$ cat src/rtl/rcore16_pkg.sv
package rcore16_pkg;
  localparam int DW   = 16;
  localparam int NREG = 8;

  localparam logic [3:0] OP_ADD  = 4'b0000;
  localparam logic [3:0] OP_NAND = 4'b0010;
  localparam logic [3:0] OP_LW   = 4'b0100;
  localparam logic [3:0] OP_SW   = 4'b0101;
  localparam logic [3:0] OP_BEQ  = 4'b1100;
  localparam logic [3:0] OP_JAL  = 4'b1000;

  typedef enum logic [2:0] {S_FETCH, S_DECODE, S_EXEC, S_MEM, S_WB} state_e;
  typedef enum logic {ALU_ADD, ALU_NAND} alu_op_e;
endpackage

$ cat src/rtl/rcore16_regfile.sv
module rcore16_regfile #(
  parameter int DW   = 16,
  parameter int NREG = 8,
  localparam int AW  = $clog2(NREG)
) (
  input  logic               clk_i,
  input  logic               rst_ni,
  input  logic               we_i,
  input  logic [AW-1:0]      waddr_i,
  input  logic [DW-1:0]      wdata_i,
  input  logic               pc_we_i,
  input  logic [DW-1:0]      pc_wdata_i,
  input  logic [AW-1:0]      raddr_a_i,
  input  logic [AW-1:0]      raddr_b_i,
  output logic [DW-1:0]      rdata_a_o,
  output logic [DW-1:0]      rdata_b_o,
  output logic [DW-1:0]      pc_o,
  output logic [NREG*DW-1:0] dump_o
);
  logic [DW-1:0] regs_q [NREG];

  for (genvar g = 0; g < NREG; g++) begin : g_reg
    if (g == 0) begin : g_pc
      // pc port outranks the general port (jump target beats link write)
      always_ff @(posedge clk_i or negedge rst_ni) begin
        if (!rst_ni)                           regs_q[g] <= '0;
        else if (pc_we_i)                      regs_q[g] <= pc_wdata_i;
        else if (we_i && waddr_i == AW'(g))    regs_q[g] <= wdata_i;
      end
    end else begin : g_gpr
      always_ff @(posedge clk_i or negedge rst_ni) begin
        if (!rst_ni)                           regs_q[g] <= '0;
        else if (we_i && waddr_i == AW'(g))    regs_q[g] <= wdata_i;
      end
    end
    assign dump_o[g*DW +: DW] = regs_q[g];
  end

  assign rdata_a_o = regs_q[raddr_a_i];
  assign rdata_b_o = regs_q[raddr_b_i];
  assign pc_o      = regs_q[0];
endmodule

$ cat src/rtl/rcore16_alu.sv
module rcore16_alu
  import rcore16_pkg::*;
#(
  parameter int DW = 16
) (
  input  alu_op_e       op_i,
  input  logic [DW-1:0] a_i,
  input  logic [DW-1:0] b_i,
  output logic [DW-1:0] res_o,
  output logic          carry_o,
  output logic          zero_o
);
  logic [DW:0] sum;
  assign sum = {1'b0, a_i} + {1'b0, b_i};

  always_comb begin
    if (op_i == ALU_ADD) begin
      res_o   = sum[DW-1:0];
      carry_o = sum[DW];
    end else begin
      res_o   = ~(a_i & b_i);
      carry_o = 1'b0;
    end
  end
  assign zero_o = (res_o == '0);
endmodule

$ cat src/rtl/rcore16_ctrl.sv
module rcore16_ctrl
  import rcore16_pkg::*;
(
  input  logic       clk_i,
  input  logic       rst_ni,
  input  logic [3:0] op_i,
  output state_e     state_o
);
  state_e state_q, state_d;
  logic is_alu, is_mem, known;

  assign is_alu = (op_i == OP_ADD) || (op_i == OP_NAND);
  assign is_mem = (op_i == OP_LW) || (op_i == OP_SW);
  assign known  = is_alu || is_mem || (op_i == OP_BEQ) || (op_i == OP_JAL);

  always_comb begin
    state_d = S_FETCH;
    unique case (state_q)
      S_FETCH:  state_d = S_DECODE;
      S_DECODE: state_d = known ? S_EXEC : S_FETCH;
      S_EXEC:   state_d = is_alu ? S_WB : (is_mem ? S_MEM : S_FETCH);
      S_MEM:    state_d = (op_i == OP_LW) ? S_WB : S_FETCH;
      S_WB:     state_d = S_FETCH;
      default:  state_d = S_FETCH;
    endcase
  end

  always_ff @(posedge clk_i or negedge rst_ni) begin
    if (!rst_ni) state_q <= S_FETCH;
    else         state_q <= state_d;
  end

  assign state_o = state_q;
endmodule

$ cat src/rtl/rcore16_top.sv
module rcore16_top
  import rcore16_pkg::*;
(
  input  logic               clk_i,
  input  logic               rst_ni,
  output logic [DW-1:0]      mem_addr_o,
  output logic [DW-1:0]      mem_wdata_o,
  input  logic [DW-1:0]      mem_rdata_i,
  output logic               mem_we_o,
  output logic [NREG*DW-1:0] dbg_regs_o,
  output logic               dbg_carry_o,
  output logic               dbg_zero_o
);
  localparam int AW = $clog2(NREG);

  state_e        state_q;
  logic [DW-1:0] ir_q, pc_q, a_q, b_q, res_q, addr_q, ld_q;
  logic          c_res_q, z_res_q, c_q, z_q;

  logic [3:0]    op;
  logic [AW-1:0] ra, rb, rc;
  logic [1:0]    cond;
  logic [DW-1:0] imm6, imm9;
  logic          is_alu, cond_ok;

  assign op     = ir_q[15:12];
  assign ra     = ir_q[11:9];
  assign rb     = ir_q[8:6];
  assign rc     = ir_q[5:3];
  assign cond   = ir_q[1:0];
  assign imm6   = {{(DW-6){ir_q[5]}}, ir_q[5:0]};
  assign imm9   = {{(DW-9){ir_q[8]}}, ir_q[8:0]};
  assign is_alu = (op == OP_ADD) || (op == OP_NAND);
  assign cond_ok = (!cond[1] || c_q) && (!cond[0] || z_q);

  logic [DW-1:0] rd_a, rd_b, pc;
  logic          rf_we, pc_we;
  logic [AW-1:0] rf_waddr;
  logic [DW-1:0] rf_wdata, pc_wdata;

  rcore16_ctrl u_ctrl (
    .clk_i   (clk_i),
    .rst_ni  (rst_ni),
    .op_i    (op),
    .state_o (state_q)
  );

  rcore16_regfile #(.DW(DW), .NREG(NREG)) u_rf (
    .clk_i      (clk_i),
    .rst_ni     (rst_ni),
    .we_i       (rf_we),
    .waddr_i    (rf_waddr),
    .wdata_i    (rf_wdata),
    .pc_we_i    (pc_we),
    .pc_wdata_i (pc_wdata),
    .raddr_a_i  (ra),
    .raddr_b_i  (rb),
    .rdata_a_o  (rd_a),
    .rdata_b_o  (rd_b),
    .pc_o       (pc),
    .dump_o     (dbg_regs_o)
  );

  alu_op_e       alu_op;
  logic [DW-1:0] alu_res;
  logic          alu_c, alu_z;
  assign alu_op = (op == OP_NAND) ? ALU_NAND : ALU_ADD;

  rcore16_alu #(.DW(DW)) u_alu (
    .op_i    (alu_op),
    .a_i     (a_q),
    .b_i     (b_q),
    .res_o   (alu_res),
    .carry_o (alu_c),
    .zero_o  (alu_z)
  );

  // Register file write steering
  always_comb begin
    pc_we    = 1'b0;
    pc_wdata = pc + 1'b1;
    rf_we    = 1'b0;
    rf_waddr = rc;
    rf_wdata = res_q;
    unique case (state_q)
      S_FETCH: pc_we = 1'b1;
      S_EXEC: begin
        if (op == OP_BEQ && a_q == b_q) begin
          pc_we    = 1'b1;
          pc_wdata = pc_q + imm6;
        end
        if (op == OP_JAL) begin
          pc_we    = 1'b1;
          pc_wdata = pc_q + imm9;
          rf_we    = 1'b1;
          rf_waddr = ra;
          rf_wdata = pc_q + 1'b1;
        end
      end
      S_WB: begin
        if (op == OP_LW) begin
          rf_we    = 1'b1;
          rf_waddr = ra;
          rf_wdata = ld_q;
        end else if (is_alu && cond_ok) begin
          rf_we = 1'b1;
        end
      end
      default: ;
    endcase
  end

  always_ff @(posedge clk_i or negedge rst_ni) begin
    if (!rst_ni) begin
      ir_q    <= '0;
      pc_q    <= '0;
      a_q     <= '0;
      b_q     <= '0;
      res_q   <= '0;
      addr_q  <= '0;
      ld_q    <= '0;
      c_res_q <= 1'b0;
      z_res_q <= 1'b0;
      c_q     <= 1'b0;
      z_q     <= 1'b0;
    end else begin
      unique case (state_q)
        S_FETCH: begin
          ir_q <= mem_rdata_i;
          pc_q <= pc;
        end
        S_DECODE: begin
          a_q <= rd_a;
          b_q <= rd_b;
        end
        S_EXEC: begin
          res_q   <= alu_res;
          c_res_q <= alu_c;
          z_res_q <= alu_z;
          addr_q  <= b_q + imm6;
        end
        S_MEM: ld_q <= mem_rdata_i;
        S_WB: begin
          if (is_alu && cond_ok) begin
            z_q <= z_res_q;
            if (op == OP_ADD) c_q <= c_res_q;
          end
        end
        default: ;
      endcase
    end
  end

  assign mem_addr_o  = (state_q == S_MEM) ? addr_q : pc;
  assign mem_wdata_o = a_q;
  assign mem_we_o    = (state_q == S_MEM) && (op == OP_SW);
  assign dbg_carry_o = c_q;
  assign dbg_zero_o  = z_q;
endmodule

$ cat config.mk
export PLATFORM = sky130hd
export DESIGN_NAME = rcore16_top
export DESIGN_NICKNAME = d
export VERILOG_FILES = /design/src/rtl/rcore16_pkg.sv /design/src/rtl/rcore16_regfile.sv /design/src/rtl/rcore16_alu.sv /design/src/rtl/rcore16_ctrl.sv /design/src/rtl/rcore16_top.sv
export SDC_FILE = /design/constraint.sdc
export NUM_CORES = 1
export LEC_CHECK = 0
export CAP_MARGIN = 20
export CELL_PAD_IN_SITES_DETAIL_PLACEMENT = 1
export CELL_PAD_IN_SITES_GLOBAL_PLACEMENT = 1
export CORE_MARGIN = 1
export CORE_UTILIZATION = 47
export DETAILED_ROUTE_END_ITERATION = 6
export PLACE_DENSITY_LB_ADDON = 0.1
export SLEW_MARGIN = 40
export SYNTH_ARGS = -nofsm -noshare
export SYNTH_HDL_FRONTEND = slang
export SYNTH_SLANG_ARGS = --single-unit
$ cat constraint.sdc
create_clock -name clk_i -period 5 [get_ports clk_i]
set_input_delay 1.25 -clock clk_i [delete_from_list [all_inputs] [get_ports clk_i]]
set_output_delay 1.25 -clock clk_i [all_outputs]
set_load 0.05 [all_outputs]
==> run summary, run 1 <==
Most used flip-flop cell after synthesis: sky130_fd_sc_hd__dfrtp_1
Final period utilization: 0.8157
Synth warnings: 0
First-pass GRT wire length: 85790 µm
Syn_nets: 1625
Post-CTS Repair Setup Buffers: 0
Number of synthesized register bits: 247
Total number of H-tree levels: 1
Synthesized-area fraction occupied by xor and xnor cells: 0.04176
HPWL Detailed: 40030 µm
Number of enable flip-flop cells after synthesis: 0
Worst clock skew: 0.02995 ns
Clock tree from TritonCTS: done
Total iterations of the first detailed-routing run: 7
Post-detailed-route via-to-cell ratio: 6.309
Share of synthesized area occupied by flip-flops and latches: 0.4093
Syn_area_per_cell: 9.761 µm²
Compound-gate portion of the synthesized area: 0.1669
Post-synth top area share: 0.4093
Number of DRC violations after detailed-routing iteration 0: 1104
Via count of the first global-routing pass: 13760
Post-CTS resize count: 0
Async set-or-reset flop fraction in the synthesized netlist: 1.000
Placeable Area: 0.03156 mm²
Unique masters post-synth: 80
Count of final max-slew check failures: 0
Max-Slew Margin vs Limit: 0.4122
Die Y: 181.2 µm
Fill cell instance count of the final layout: 3483
Floorplan die area: 0.03285 mm²
Min-delay worst type: reg -> reg
Type of the worst setup path: reg -> out
Cell taking the most area after synthesis: sky130_fd_sc_hd__dfrtp_1
Final WL: 55580 µm
Final number of setup-violating endpoints: 0
Min Clock Period, post-route: 4.078 ns
Effective utilization at floorplan: 0.4785
Layout overhead on the synthesized area: 20.47%
Worst voltage drop across the vdd grid: 0.0004117 V
Congestion Overflow GR: 0
Final Hold Violating Endpoints: 0
Mux contribution to synthesized area: 0.1449
Deepest clock path buffer count: 3
Status: finished clean
Quantity of hold-fixing buffers added after cts: 0
Clk root buf: sky130_fd_sc_hd__clkbuf_16
Synthesized cell area: 0.01510 mm²
Antenna cell count: 0
Clock latency at the later pin of the worst-skew pair: 0.58 ns
Number of cell rows: 65
Worst endpoint data arrival time: 2.83 ns
Sinks on Clock Net: 247
Ratio of cells with drive above 1 in the final layout: 0.1278
Top-Level Pins: 181
Main combinational cell family by area after synthesis: compound AO/OA/AOI/OAI gates
Clock-pin slew on the worst setup and hold paths: 0.06 ns
Number of input and output port buffers inserted: 180
Post-Synth Simple-Gate Area: 0.1507
Standard cell area after detailed placement: 0.01721 mm²
Antenna violations before repair: 0
Maximum number of pins on one net before global-route repair: 87
Cell area after layout: 0.01819 mm²
Weighted congestion at the end of routability-driven global placement: 0.9544
Final sum of negative setup slack: 0 ns
Synthesized instance count: 1547
Power density normalized to cell area: 817.1 mW/mm²
Maximum clock frequency: 245.2 MHz
Critical path capture point type: output pin
Dominant cells by area after synthesis: sky130_fd_sc_hd__dfrtp_1 (41%), sky130_fd_sc_hd__mux4_2 (9.5%), sky130_fd_sc_hd__nand2_1 (6.4%)
Number of nets in the layout: 1762
Post-synthesis share of cell area spent on full adders, half adders and majority gates: 0.05071
Unrepaired setup endpoints after global routing: no
Total vias in the final route: 13300
Global-route total usage across every layer: 0.3433
Antenna-violating nets left: 0
Required time at the worst-slack endpoint: 3.75 ns
Average detailed-routed wire length per instance: 26.37 µm
Critical Path Fanout Max: 34
Nature of the critical path startpoint: flip-flop
MaxCap Viol Count: 0
Tightest Pin Transition: 0.8816 ns
Chip width: 181.2 µm
Num CTS Buffers: 28
Reported leakage power: 0.007758 µW
Number of remaining DRC errors: 0
-- synth_stat cells (all sizes together), types with 5 or more instances --
library cell,count
buf,36
o21a,8
mux2i,36
o31ai,5
a211oi,6
o22a,5
and3,7
a21o,12
o21bai,8
or3,11
nor3,23
o211ai,9
mux4,64
dfrtp,247
o22ai,12
clkbuf,60
a21oi,140
a31oi,5
nor2,150
nand2,257
nand4,5
mux2,34
o21ai,138
inv,28
xor2,29
ha,58
xnor2,43
nand3,24
a221oi,13
nand2b,11
-- registers in the layout, indices dropped and copies added, names as in the netlist --
name,flops
mem_wdata_o,16
dbg_zero_o,1
ld_q,16
u_rf.dump_o,112
c_res_q,1
u_rf.pc_o,16
addr_q,16
u_ctrl.state_o,3
res_q,16
dbg_carry_o,1
ir_q,16
b_q,16
z_res_q,1
pc_q,16
-- path summary, 6_finish.rpt --
check / slack, ns / depth (start not counted) / end / from
max: 0.92 / 4 / mem_addr_o[1] / u_ctrl.state_o[2]
min: 0.48 / 2 / addr_q[13] / addr_q[13]
max reg2reg: 1.55 / 10 / u_rf.dump_o[102] / u_ctrl.state_o[1]
min reg2reg: 0.48 / 2 / addr_q[13] / addr_q[13]
max in group asynchronous: 3.38 / 3 / b_q[12] / rst_ni
min in group asynchronous: 0.59 / 1 / ld_q[10] / rst_ni
-- power by group --
part	leakage, µW	internal (µW)	switching (µW)
Clock	0.000461	1250	912
Combinational	0.00408	3310	5410
Sequential	0.00321	2720	1260
-- layout by cell type, fill, tap and decap left out, types with 8 or more instances in the layout --
master                            netlist  layout
sky130_fd_sc_hd__xor2_1                29      29
sky130_fd_sc_hd__nor3_1                23      22
sky130_fd_sc_hd__o21bai_1               8       8
sky130_fd_sc_hd__ha_1                  58      58
sky130_fd_sc_hd__o211ai_1               9       9
sky130_fd_sc_hd__nor2_1               148     147
sky130_fd_sc_hd__buf_4                  6      19
sky130_fd_sc_hd__dfrtp_1              247     245
sky130_fd_sc_hd__or3_1                 10      10
sky130_fd_sc_hd__a21o_1                12      12
sky130_fd_sc_hd__mux2i_1               35      35
sky130_fd_sc_hd__nand3_1               24      24
sky130_fd_sc_hd__clkbuf_16              0      28
sky130_fd_sc_hd__nand2b_1               9       9
sky130_fd_sc_hd__xnor2_1               43      43
sky130_fd_sc_hd__nand2_1              256     253
sky130_fd_sc_hd__a21oi_1              132     132
sky130_fd_sc_hd__o21ai_0              132     132
sky130_fd_sc_hd__o22ai_1               11      11
sky130_fd_sc_hd__mux2_2                34      34
sky130_fd_sc_hd__inv_1                 28      28
sky130_fd_sc_hd__mux4_2                64      64
sky130_fd_sc_hd__clkdlybuf4s50_1        0     179
sky130_fd_sc_hd__a221oi_4               8       8
-- cell families after synthesis --
logic type,count (synthesis)
buffers and inverters,124
muxes,134
adders and majority gates,60
DFF,247
AOI/OAI and AO/OA,391
xor gates and xnor gates,72
and+or+nand+nor,519
-- cell type report --
cell class | instances | area [µm²] | area share
multi-input combinational | 1176 | 8403 | 0.4619
sequential | 247 | 6186 | 0.3400
timing repair buffer | 203 | 2024 | 0.1113
clock buffer | 36 | 770.7 | 0.04237
tap | 402 | 503.0 | 0.02765
clock inverter | 16 | 200.2 | 0.01100
inverter | 28 | 105.1 | 0.005777
-- stage by stage --
stage | instances | hold slack, ns | total power (µW) | utilization | worst slack, ns
after floorplan | 1547 | 0.4393 | 9574 | - | 1.203
after global placement | 2053 | 0.4634 | 12300 | 0.5442 | 1.604
after detailed placement | 2055 | 0.4677 | 12560 | 0.5455 | 1.521
after CTS | 2107 | 0.4826 | 14830 | 0.5763 | 0.9089
after global routing | 2108 | 0.5121 | 15650 | 0.5765 | 0.8502
final | 2108 | 0.4758 | 14870 | 0.5765 | 0.9216
-- critical path: stages (launching register included) --
cell and delay, ns:
sky130_fd_sc_hd__dfrtp_1 0.54, sky130_fd_sc_hd__nand3b_1 0.16, sky130_fd_sc_hd__buf_4 0.44, sky130_fd_sc_hd__mux2_2 0.40, sky130_fd_sc_hd__clkdlybuf4s50_1 0.71
-- routing by layer --
layer / up-vias / track usage / part of all wire
met2: 540 / 0.5518 / 0.47
met3: 92 / 0.05080 / 0.070
met1: 6850 / 0.4749 / 0.42
li1: 5818 / - / -
met4: 0 / 0.1176 / 0.033
met5: - / 0 / 0
(Power assumes the default switching activity.)
==> inputs of run 2 (changes only) <==
--- a/config.mk
+++ b/config.mk
@@ -9,7 +9,7 @@
 export CELL_PAD_IN_SITES_DETAIL_PLACEMENT = 1
 export CELL_PAD_IN_SITES_GLOBAL_PLACEMENT = 1
 export CORE_MARGIN = 1
-export CORE_UTILIZATION = 47
+export CORE_UTILIZATION = 40
 export DETAILED_ROUTE_END_ITERATION = 6
 export PLACE_DENSITY_LB_ADDON = 0.1
 export SLEW_MARGIN = 40
==> constraint.sdc (replaced) <==
create_clock -name clk_i -period 3.4 [get_ports clk_i]
set_input_delay 0.85 -clock clk_i [delete_from_list [all_inputs] [get_ports clk_i]]
set_output_delay 0.85 -clock clk_i [all_outputs]
set_load 0.05 [all_outputs]
==> run 2 against run 1 <==
  * Sequential share of layout area down 1.0 points
  * Core utilization fell by 6.8 points
  * Combinational power is 55% higher
  * Largest cell class unchanged
  * Sequential power is 39% higher
==> run summary, run 2 (synthesis results as in run 1) <==
Maximum number of pins on one net before global-route repair: 88
Final Hold Violating Endpoints: 0
Congestion Overflow GR: 0
Sinks on Clock Net: 247
Min-delay worst type: in -> async
Average detailed-routed wire length per instance: 25.06 µm
Max-Slew Margin vs Limit: 0.5114
Top Usage Layer GRT: met2
Type of the worst setup path: reg -> out
Worst endpoint data arrival time: 2.27 ns
Die Y: 196.3 µm
Clock latency at the later pin of the worst-skew pair: 0.57 ns
Global-route total usage across every layer: 0.2979
Tightest Pin Transition: 0.7302 ns
Maximum clock frequency: 320.8 MHz
Total power after layout: 22140 µW
Final sum of negative setup slack: 0 ns
Clk root buf: sky130_fd_sc_hd__clkbuf_16
Final number of setup-violating endpoints: 0
Weighted congestion at the end of routability-driven global placement: 0.9129
Post-detailed-route via-to-cell ratio: 5.828
Post-CTS Repair Setup Buffers: 0
Layout overhead on the synthesized area: 24.24%
Worst clock skew: 0.02465 ns
Met1 GRT Util: 0.4183
Ratio of cells with drive above 1 in the final layout: 0.1539
Floorplan die area: 0.03853 mm²
Most frequent standard cell in the layout excluding fill and tap cells: sky130_fd_sc_hd__nand2_1
Global Route met2 Usage: 0.4597
Total iterations of the first detailed-routing run: 5
Critical path capture point type: output pin
Effective utilization at floorplan: 0.4095
Final period utilization: 0.9168
Clock-pin slew on the worst setup and hold paths: 0.07 ns
Global routing met3 resource utilization: 0.05484
Leading cell types in the layout, fill and taps excluded: sky130_fd_sc_hd__nand2_1 (255), sky130_fd_sc_hd__dfrtp_1 (245), sky130_fd_sc_hd__clkdlybuf4s50_1 (162)
Number of cell rows: 70
MaxCap Viol Count: 0
Top-Level Pins: 181
Total vias in the final route: 13080
Number of flip-flops in the largest register: 112
Post-CTS resize count: 0
Chip width: 196.3 µm
Number of nets in the layout: 1800
Antenna violations before repair: 2
Required time at the worst-slack endpoint: 2.55 ns
Unrepaired setup endpoints after global routing: no
Antenna-violating nets left: 0
Quantity of hold-fixing buffers added after cts: 0
Min Clock Period, post-route: 3.117 ns
Critical Path Fanout Max: 24
Final WL: 56260 µm
Num CTS Buffers: 29
Placeable Area: 0.03687 mm²
Clock tree from TritonCTS: done
Via count of the first global-routing pass: 13650
Deepest clock path buffer count: 3
Total number of H-tree levels: 1
Nature of the critical path startpoint: flip-flop
Fill cell instance count of the final layout: 4109
Status: finished clean
Count of final max-slew check failures: 0
Power density normalized to cell area: 1180 mW/mm²
Number of input and output port buffers inserted: 180
Reported leakage power: 0.008033 µW
Number of remaining DRC errors: 0
First-pass GRT wire length: 86130 µm
Number of DRC violations after detailed-routing iteration 0: 1044
Worst voltage drop across the vdd grid: 0.0004696 V
HPWL Detailed: 42090 µm
Antenna cell count: 0
==> run 2: metrics by stage <==
step / cell area, µm² / worst slack (ns) / utilization / hold slack (ns) / cells
detailed placement: 17790 / 0.2830 / 0.4824 / 0.4660 / 2194
finish: 18760 / 0.2830 / 0.5088 / 0.1268 / 2245
global placement: 17790 / 0.4559 / 0.4824 / 0.4554 / 2194
floorplan: 15100 / 0.002880 / - / 0.4393 / 1547
CTS: 18720 / 0.2139 / 0.5078 / 0.3280 / 2244
global route: 18760 / 0.03712 / 0.5088 / 0.1488 / 2245
==> run 2: final cells by class <==
type	instances	area, µm²	area share
Clock buffer	43	868.3	0.04628
Clock inverter	7	68.82	0.003668
Inverter	28	105.1	0.005602
Multi-Input combinational cell	1176	8406	0.4480
Sequential cell	247	6186	0.3297
Tap cell	504	630.6	0.03361
Timing Repair Buffer	240	2497	0.1331
==> run 2: path summary, 6_finish.rpt <==
check	from	end	slack [ns]	cells after the start
setup reg to reg	b_q[0]	addr_q[14]	0.37	12
setup / recovery	u_ctrl.state_o[2]	mem_we_o	0.28	4
min in group clk_i	addr_q[9]	addr_q[9]	0.48	2
hold reg to reg	addr_q[9]	addr_q[9]	0.48	2
max in group asynchronous	rst_ni	mem_wdata_o[2]	2.29	3
hold / removal	rst_ni	ir_q[8]	0.13	1
==> run 2: power breakdown <==
part	total (µW)	internal, µW	switching [µW]
registers	5550	4000	1550
logic	13500	5250	8230
clock network	3100	1820	1280
==> run 2: per-layer routing <==
metal	wire length, µm	up-vias
met1	25200	6682
met3	3811	87
met5	13	-
li1	-	5903
met2	25270	410
met4	1968	2
==> run 2: critical path, stage by stage (launching register included) <==
cell and delay, ns:
sky130_fd_sc_hd__dfrtp_1 0.49, sky130_fd_sc_hd__nand3b_1 0.23, sky130_fd_sc_hd__buf_4 0.27, sky130_fd_sc_hd__nor4_1 0.50, sky130_fd_sc_hd__buf_12 0.22
==> inputs of run 3 (changes only) <==
--- a/config.mk
+++ b/config.mk
@@ -9,10 +9,12 @@
 export CELL_PAD_IN_SITES_DETAIL_PLACEMENT = 1
 export CELL_PAD_IN_SITES_GLOBAL_PLACEMENT = 1
 export CORE_MARGIN = 1
-export CORE_UTILIZATION = 40
+export CORE_UTILIZATION = 41
+export CTS_BUF_LIST = sky130_fd_sc_hd__clkbuf_8
 export DETAILED_ROUTE_END_ITERATION = 6
 export PLACE_DENSITY_LB_ADDON = 0.1
-export SLEW_MARGIN = 40
+export SKIP_CTS_REPAIR_TIMING = 1
+export SLEW_MARGIN = 10
 export SYNTH_ARGS = -nofsm -noshare
 export SYNTH_HDL_FRONTEND = slang
 export SYNTH_SLANG_ARGS = --single-unit
==> run 3 against run 2 <==
  * Non-clock buffer count increased by 2
  * Core utilization increased by 1.1 points
  * Register-to-register slack about the same
  * Clock power decreased by 8.1%
  * Via count increased by 1.8%
  * Hold slack improved by 0.16 ns
  * Die area decreased by 2.4%
  * Sequential power about the same
  * Maximum frequency decreased by 2.9%
  * Total power decreased by 0.38%
  * Clock skew increased by 0.032 ns
  * Final area decreased by 0.49%
  * Largest cell class unchanged
  * Highest routed layer unchanged
==> run summary, run 3 (synthesis results as in run 1) <==
Sequence of cells on the critical path: clkdlybuf4s50_1
Ratio of cells with drive above 1 in the final layout: 0.1586
Global routing met3 resource utilization: 0.05566
Number of remaining DRC errors: 0
MaxCap Viol Count: 0
Layout overhead on the synthesized area: 23.63%
Global-route total usage across every layer: 0.3122
Status: finished clean
Max-Slew Margin vs Limit: 0.3738
Critical Path Fanout Max: 9
Combinational Power Share: 0.619
First-pass GRT wire length: 88060 µm
Met1 GRT Util: 0.4472
Required time at the worst-slack endpoint: 2.55 ns
HPWL Detailed: 43050 µm
Min-delay worst type: in -> async
Final period utilization: 0.9437
NetSw: 11250 µW
Final sum of negative setup slack: 0 ns
Via count of the first global-routing pass: 13950
Final Hold Violating Endpoints: 0
Final WL: 57770 µm
Worst path top cell family by delay: buffers and inverters
Global Route met2 Usage: 0.4712
Leading cell types in the layout, fill and taps excluded: sky130_fd_sc_hd__nand2_1 (255), sky130_fd_sc_hd__dfrtp_1 (245), sky130_fd_sc_hd__clkdlybuf4s50_1 (162)
Total number of H-tree levels: 2
Maximum number of pins on one net before global-route repair: 91
Count of final max-slew check failures: 0
R2R depth: 11
Reported leakage power: 0.008113 µW
Unrepaired setup endpoints after global routing: no
Worst path slowest cell: sky130_fd_sc_hd__clkdlybuf4s50_1
Tightest Pin Transition: 0.9393 ns
Power density normalized to cell area: 1181 mW/mm²
Top-Level Pins: 181
Clock-pin slew on the worst setup and hold paths: 0.07 ns
Number of input and output port buffers inserted: 180
Number of nets in the layout: 1819
Num CTS Buffers: 46
Nature of the critical path startpoint: flip-flop
Deepest clock path buffer count: 3
Effective utilization at floorplan: 0.4205
Antenna cell count: 0
Total iterations of the first detailed-routing run: 6
Critical path capture point type: output pin
Fraction of power spent switching nets: 0.5100
Worst endpoint data arrival time: 2.36 ns
Sinks on Clock Net: 247
Top Usage Layer GRT: met2
Final number of setup-violating endpoints: 0
Weighted congestion at the end of routability-driven global placement: 0.9152
Maximum clock frequency: 311.7 MHz
Final-layout worst hold slack: 0.2873 ns
Floorplan die area: 0.03760 mm²
Congestion Overflow GR: 0
Post-detailed-route via-to-cell ratio: 5.967
Number of flip-flops in the largest register: 112
Chip width: 193.9 µm
Fill cell instance count of the final layout: 4029
Worst voltage drop across the vdd grid: 0.0005643 V
Average detailed-routed wire length per instance: 25.87 µm
Power share of the sequential group: 0.251
Placeable Area: 0.03591 mm²
Clock latency at the later pin of the worst-skew pair: 0.62 ns
Minimum setup slack in the final design: 0.1914 ns
Number of cell rows: 69
Die Y: 193.9 µm
Part of the power in the clock network: 0.129
Slowest stage delay, CP: 0.94 ns
Total vias in the final route: 13330
Type of the worst setup path: reg -> out
Min Clock Period, post-route: 3.209 ns
Clock tree from TritonCTS: done
Crit path buffers/inverters: 1
Most frequent standard cell in the layout excluding fill and tap cells: sky130_fd_sc_hd__nand2_1
P_int: 10800 µW
Antenna-violating nets left: 0
Number of cells on the critical path: 1
Number of DRC violations after detailed-routing iteration 0: 919
Worst clock skew: 0.05699 ns
Placement Setup Slack: 0.3534 ns
Antenna violations before repair: 4
Clk root buf: sky130_fd_sc_hd__clkbuf_8
-- run 3: cell types whose count changed in the layout (fill, tap and decap cells not counted), sizes merged --
cell / change
buf: +2
clkinv: -2
clkbuf: +11
inv: +22
clkinvlp: -2
-- run 3: stage by stage --
stage | area, µm² | util | cells | power (µW)
2_1_floorplan | 15100 | - | 1547 | 14080
3_3_place_gp | 17780 | 0.4951 | 2154 | 18800
3_5_place_dp | 17780 | 0.4951 | 2154 | 19090
4_1_cts | 18670 | 0.5198 | 2233 | 22050
5_1_grt | 18670 | 0.5198 | 2233 | 23350
6_report | 18670 | 0.5198 | 2233 | 22050
-- run 3: cell type report --
cell class	count	area, µm²	area share
multi-input cells	1176	8398	0.4498
flip-flops and latches	247	6183	0.3312
repair buffers	242	2517	0.1348
clock buffers	54	743.2	0.03981
well taps	461	576.8	0.03090
clock inverters	25	145.1	0.007774
inverters	28	105.1	0.005630
-- run 3: metal layers --
layer,share of wire,wire length [µm]
met3,0.067,3852
met4,0.036,2057
met5,0.00040,23
met1,0.46,26380
met2,0.44,25460
-- run 3: worst paths after layout --
check	startpoint	end	slack [ns]
setup / recovery	u_rf.pc_o[7]	dbg_regs_o[7]	0.19
hold / removal	rst_ni	u_rf.pc_o[9]	0.29
setup reg to reg	ir_q[1]	addr_q[14]	0.38
hold reg to reg	addr_q[11]	addr_q[11]	0.48
max in group asynchronous	rst_ni	u_rf.dump_o[82]	2.23
min in group clk_i	addr_q[11]	addr_q[11]	0.48
-- run 3: power groups by stage --
stage,logic [µW],clock network (µW),registers (µW)
after CTS,13600,2910,5520
after floorplan,7590,0,6490
after global routing,14600,3040,5690
after global placement,13300,0,5490
final,13700,2850,5540
after detailed placement,13500,0,5560
